`src/rtl/mdc_chopper.sv`:
```
module mdc_chopper #(
  parameter int SENSE_LEN = 4,
  parameter int BLANK_LEN = 2
) (
  input  logic       clk,
  input  logic       rst_n,
  input  logic       osc_tick,
  input  logic       cur_hi,
  input  logic [1:0] decay_sel,
  input  logic       step_evt,
  input  logic       drv_off,
  input  logic       ovt,
  output logic [1:0] bridge_mode
);
  localparam int CW = (SENSE_LEN > 1) ? $clog2(SENSE_LEN) : 1;
  localparam logic [CW-1:0] SENSE_LAST = CW'(SENSE_LEN - 1);
  localparam logic [CW:0]   BLANK_END  = (CW+1)'(BLANK_LEN);

  localparam logic [1:0] ST_IDLE  = 2'd0;
  localparam logic [1:0] ST_SENSE = 2'd1;
  localparam logic [1:0] ST_CHRG  = 2'd2;
  localparam logic [1:0] ST_DCY   = 2'd3;

  logic [1:0]    st;
  logic [1:0]    ph;
  logic [CW-1:0] cnt;
  logic          skip;
  logic          pend;
  logic          off;
  logic          restart;
  logic [2:0]    nfast;
  logic          fast_zone;

  assign off     = drv_off | ovt;
  assign restart = osc_tick & ((st == ST_IDLE) | pend | step_evt | (ph == 2'd3));

  always_comb begin
    case (decay_sel)
      2'b00:   nfast = 3'd0;
      2'b01:   nfast = 3'd1;
      2'b10:   nfast = 3'd2;
      default: nfast = 3'd4;
    endcase
  end

  assign fast_zone = ({1'b0, ph} + nfast) >= 3'd4;

  always_ff @(posedge clk) begin
    if (!rst_n || off) begin
      st   <= ST_IDLE;
      ph   <= 2'd0;
      cnt  <= '0;
      skip <= 1'b0;
      pend <= 1'b0;
    end else if (restart) begin
      st   <= ST_SENSE;
      ph   <= 2'd0;
      cnt  <= '0;
      skip <= cur_hi;
      pend <= 1'b0;
    end else begin
      if (step_evt) pend <= 1'b1;
      if (osc_tick) ph <= ph + 2'd1;
      case (st)
        ST_SENSE: begin
          if (({1'b0, cnt} >= BLANK_END) && cur_hi) st <= ST_DCY;
          else if (cnt == SENSE_LAST)                st <= skip ? ST_DCY : ST_CHRG;
          else                                       cnt <= cnt + 1'b1;
        end
        ST_CHRG: if (cur_hi) st <= ST_DCY;
        default: ;
      endcase
    end
  end

  always_comb begin
    if (off) bridge_mode = 2'b00;
    else begin
      case (st)
        ST_IDLE:  bridge_mode = 2'b00;
        ST_SENSE,
        ST_CHRG:  bridge_mode = 2'b01;
        default:  bridge_mode = fast_zone ? 2'b11 : 2'b10;
      endcase
    end
  end
endmodule


```
`config.mk`:
```
export PLATFORM = sky130hd
export DESIGN_NAME = mdc_chopper
export DESIGN_NICKNAME = d
export VERILOG_FILES = /design/src/rtl/mdc_chopper.sv
export SDC_FILE = /design/constraint.sdc
export NUM_CORES = 1
export LEC_CHECK = 0
export ABC_CLOCK_PERIOD_IN_PS = 1590
export CAP_MARGIN = 30
export CORE_AREA = 2 2 39 41
export CTS_BUF_LIST = sky130_fd_sc_hd__clkbuf_8 sky130_fd_sc_hd__clkbuf_16
export CTS_CLUSTER_DIAMETER = 80
export CTS_CLUSTER_SIZE = 14
export DETAILED_ROUTE_END_ITERATION = 16
export DIE_AREA = 0 0 41 43
export PLACE_DENSITY_LB_ADDON = 0.15
export SLEW_MARGIN = 20
export SYNTH_ARGS = -nofsm -noshare
export SYNTH_HDL_FRONTEND = slang
export SYNTH_SLANG_ARGS = --single-unit
```
`constraint.sdc`:
```
create_clock -name clk -period 1.59 [get_ports clk]
set_input_delay 0.318 -clock clk [delete_from_list [all_inputs] [get_ports clk]]
set_output_delay 0.318 -clock clk [all_outputs]
set_load 0.1 [all_outputs]
```
Word-level counts from Yosys, hierarchy flattened
Index checks and enable logic that the tools add are counted.
{"block": "op_classes", "n_addsub": 3, "magnitude_cmp": 2, "n_eq_ne": 10, "muxes": 10, "n_bitwise": 7, "n_reduce_logical": 12}
{"operator": "$pmux 3 s3", "count": 1}
{"operator": "$reduce_and 3->1", "count": 3}
{"operator": "$eq 2x2->1 const B", "count": 4}
{"operator": "$mux 2", "count": 4}
{"operator": "$pmux 2 s2", "count": 2}
{"operator": "$ne 3x3->1 const B", "count": 2}
{"operator": "$add 2x1->2 const B", "count": 2}
{"operator": "$eq 2x1->1 const B", "count": 2}
{"operator": "$logic_not 2->1", "count": 2}
{"operator": "$ne 4x4->1 const B", "count": 1}
{"operator": "$or 1x1->1", "count": 4}
{"operator": "$reduce_or 2->1", "count": 2}
{"operator": "$add 2x3->3", "count": 1}
{"operator": "$ge 3x3->1 const B", "count": 1}
{"operator": "$mux 1", "count": 3}
{"operator": "$reduce_bool 3->1", "count": 1}
{"operator": "$ge 2x2->1 const B", "count": 1}
{"operator": "$ne 2x2->1 const B", "count": 1}
{"operator": "$not 1->1", "count": 2}
{"operator": "$reduce_bool 2->1", "count": 1}
{"operator": "$and 1x1->1", "count": 1}
{"operator": "$logic_and 1x1->1", "count": 1}
{"operator": "$logic_not 1->1", "count": 1}
{"operator": "$logic_or 1x1->1", "count": 1}
{"block": "totals", "ff_bits": 8, "in_bits": 9, "out_inout_bits": 2, "word_cells": 50}

Logic depth before layout (Yosys ltp)
Gate-level depths: netlist of the first run.
{"block": "logic_depth", "depth_word": 7, "mapped_depth": 6, "ltp_nobuf": 6}

Least setup slack after synthesis of the first run
OpenSTA, ideal clock, no wires.
{"block": "synth_timing", "path_type": "input to output", "startpoint": "input decay_sel[1]", "endpoint": "output bridge_mode[0]", "arrival_ns": 2.972, "t_required_ns": 1.272, "setup_slack_ns": -1.700, "cell_stages": 6, "n_path_buf": 0, "cell_sequence": "nor2b_1 -> ha_1 -> a21o_1 -> a21o_1 -> a22oi_1 -> nor3_1"}
{"block": "synth_via", "elab_chain_cells": 7}
{"item": "from (decl)", "line_no": "9", "rtl": "input logic [1:0] decay_sel,"}
{"item": "$eq 2x2->1, or another cell as far along", "line_no": "38", "rtl": "case (decay_sel)"}
{"item": "$pmux 3 s3 *", "line_no": "38"}
{"item": "$add 2x3->3 *", "line_no": "46", "rtl": "assign fast_zone = ({1'b0, ph} + nfast) >= 3'd4;"}
{"item": "$ge 3x3->1 *", "line_no": "46"}
{"item": "$mux 1 *", "line_no": "83", "rtl": "default: bridge_mode = fast_zone ? 2'b11 : 2'b10;"}
{"item": "$pmux 2 s2 *", "line_no": "79", "rtl": "case (st)"}
{"item": "$mux 2 *", "line_no": "77", "rtl": "if (off) bridge_mode = 2'b00;"}
{"item": "to (decl)", "line_no": "13", "rtl": "output logic [1:0] bridge_mode"}
Every way passes the cells marked *; elsewhere a longest branch is shown, timed or not.

Final worst setup path of the first run
{"block": "layout_timing", "startpoint": "register ph[1]", "endpoint": "output bridge_mode[0]"}
{"block": "layout_via", "elab_chain_cells": 5}
{"item": "from (decl)", "line_no": "25", "rtl": "logic [1:0] ph;"}
{"item": "from (signal assigned)", "line_no": "63", "rtl": "if (osc_tick) ph <= ph + 2'd1;"}
{"item": "$add 2x3->3", "line_no": "46"}
{"item": "$ge 3x3->1", "line_no": "46"}
{"item": "$mux 1", "line_no": "83"}
{"item": "$pmux 2 s2", "line_no": "79"}
{"item": "$mux 2", "line_no": "77"}
No other way between the ends.

==> impl_metrics.toml, run 1 <==
[floorplan]
fp.dieW_microns = 41
top_level_ports = 11
start_util_pct = 37.7
die_y_microns = 43
dieArea_sq_um = 1760
core_area_sq_um = 1380
num_rows = 14

[critical_path]
ff2ff_setup_slack_ps = -10
cpMaxStageDelayCell = "dfxtp_2"
cp.arrival_ps = 1490
timing.rr.start = "st[0]"
crit_top_cell = "a21o_1"
cp_cell_sequence = "ha_4 > a21o_1 > a21o_1 > a22oi_2 > nor3_4 > buf_12"
worstSetupEndpointType = "primary output"
startpoint = "ph[1]"
critPathLaunchType = "flop"
crit_required_ps = 1270
crit_fanout = 2
reg2reg_depth = 8
worstSetupPathType = "flop to primary output"
critical-path-max-stage-delay_ps = 340
endpoint = "bridge_mode[0]"
timing.rr.end = "st[0]"

[global_route]
antenna_found_initial = 0
grt_pass1_vias = 443
grt_max_degree = 7
grt_pass1_wl_microns = 1800
grt_usage_pct = 15.2
globalRouteOverflowTotal = 0

[synth]
ys_seq_area_share_pct = 30.7
syn-instance-count = 54
synth.avg_cell_area_sq_um = 9.66
synth_cell_types = 24
ys_ff_latch = 8
yosys.area.top_type = "dfxtp_1"
synth_area_sq_um = 522
ys_warn_count = 0
syn-num-nets = 71
synth_top_cell_area_share_pct = 30.7
synthTopCellsByArea = "dfxtp_1, ha_1, nor2_1"

[power]
clockPowerShare_pct = 44.3
power_switching_uw = 112
power_density_nw_per_um2 = 572
p_seq_share_pct = 38.6
p_sw_share_pct = 20.9
pwr-share-comb_pct = 17.1
leakage_nw = 0.385
power.internal_uw = 423
peakVddDrop_uv = 624

[routing]
first_pass_iters = 2
wirelength_microns = 1140
wl_per_cell_microns = 11.5
via_count = 473
drc = 0
antenna_left = 0
viasPerCell = 4.78
dr.first_iter.drc_count = 2

[placed_design]
portBuffers = 10
hpwlAfterDp_microns = 796
place_ws_ps = -718
place_inst = 94
gp_congestion = 0.691

[sta]
grt_setup_unrepaired = "true"
hold_ws_ps = 515
setup_slack_ps = -220
relSlewSlack_pct = 81.0
fmax_ghz = 0.553
skew_ps = 2.51
period_share_pct = 114
slew_violations = 0
min_period_ps = 1810
finalHoldViolCount = 0
worst_slew_pin_slew_ps = 285
setup_viol_count_final = 3

[layout]
area_growth_pct = 79.1
layout_common_cells = "buf_4, nor2_1, clkdlybuf4s50_1"
fillers = 100
layout-drive-gt1-share_pct = 51.8
final_cell_count_no_fill = 99
nNetsFinal = 102
final_common_cell = "buf_4"
num_antenna_cells = 0

[clock_tree]
numCtsBuffers = 3
cts_tree = "done"
cts.sinks = 8
insertion_delay_ps = 220
clkTransAtPathRegs_ps = 40
cts-root-buf = "clkbuf_8"
htreeDepth = 1
clockBufferDepth = 2

[worst_hold_path]
hold_path.class = "flop to flop"

[status]
outcome = "complete, but fails checks"
violations = "negative setup slack"

[job]
drv_cap = 0
==> worst min path at each step <==
stage,from,endpoint,slack (ps),cells past startpoint
2_1_floorplan,step_evt,pend,450,2
3_3_place_gp,skip,skip,490,2
3_5_place_dp,skip,skip,500,2
4_1_cts,st[1],st[1],510,2
5_1_grt,cnt[1],cnt[1],550,2
6_report,skip,skip,520,2
==> sequential cells by signal, indices dropped and copies added, names as in the netlist <==
signal	count
cnt	2
ph	2
st	2
pend	1
skip	1
==> critical path: cells and delay by family, from the launching register on <==
family	cells	cell delay (ps)
AO/OA/AOI/OAI	3	510
flip-flops	1	340
adder cells (fa/ha/maj)	1	190
AND/OR/NAND/NOR	1	70
buffers and inverters	1	170
==> per-layer routing <==
| layer | vias to the layer above | part of all wire [%] | global-route usage [%] |
|---|---|---|---|
| met5 | - | 0 | 0 |
| met4 | 0 | 0 | 4.00 |
| met3 | 0 | 4.2 | 7.85 |
| met2 | 7 | 49 | 21.9 |
| met1 | 219 | 47 | 19.6 |
| li1 | 247 | - | - |
==> final cells by class <==
type / instances / area [sq um] / share of cell area [%]
Clock buffer: 3 / 41.3 / 4.42
Inverter: 4 / 15.0 / 1.61
Multi-Input combinational cell: 42 / 444 / 47.5
Sequential cell: 8 / 164 / 17.5
Tap cell: 16 / 20.0 / 2.14
Timing Repair Buffer: 26 / 250 / 26.8
==> synth_stat cells <==
master	count
dfxtp_1	8
ha_1	8
nor2_1	8
inv_1	4
a21o_1	2
a21oi_1	2
mux2i_1	2
nand2_1	2
nand3_1	2
xnor2_1	2
a22oi_1	1
a311oi_2	1
a31oi_1	1
and2_1	1
and2b_2	1
nand3b_1	1
nor2_2	1
nor2b_1	1
nor3_1	1
o21ai_0	1
o221ai_2	1
o41ai_4	1
or2_2	1
or4b_4	1
==> power by group through the flow <==
stage | sequential [mW] | clock [mW] | combinational [mW]
3_5_place_dp | 0.209 | 0 | 0.0783
2_1_floorplan | 0.209 | 0 | 0.0296
3_3_place_gp | 0.209 | 0 | 0.0779
4_1_cts | 0.206 | 0.245 | 0.0855
6_report | 0.206 | 0.237 | 0.0917
5_1_grt | 0.206 | 0.258 | 0.0985
==> through the flow <==
stage	utilization, %	power [mW]	area (sq um)	setup TNS [ps]
global placement	56.2	0.287	778	-1010
global route	67.5	0.563	935	-441
CTS	62.6	0.537	866	-331
floorplan	-	0.239	533	-446
finish	67.5	0.535	935	-280
detailed placement	56.2	0.288	778	-1070
==> logic make-up after synthesis <==
kind of cell	count (synthesis)	share of synthesized area (%)
simple gates	20	20.6
compound gates	10	19.4
fa+ha+maj	8	19.2
flops	8	30.7
buf+inv	4	2.88
xor+xnor	2	3.36
mux	2	3.84
==> timing repair <==
item                                    4_1_cts  5_1_grt
gates resized for setup                      17       12
hold buffers                                  0        0
pin swaps                                     6        5
buffers inserted                              1        1
endpoints found under the setup margin        3        5
Note: power is estimated with default switching activity, not from simulation.
==> inputs of run 2 (changes only) <==
Settings changed: SLEW_MARGIN 20 to 10.
==> results of run 2 <==
No change in the layout: final DEF, timing and power equal those of run 1.
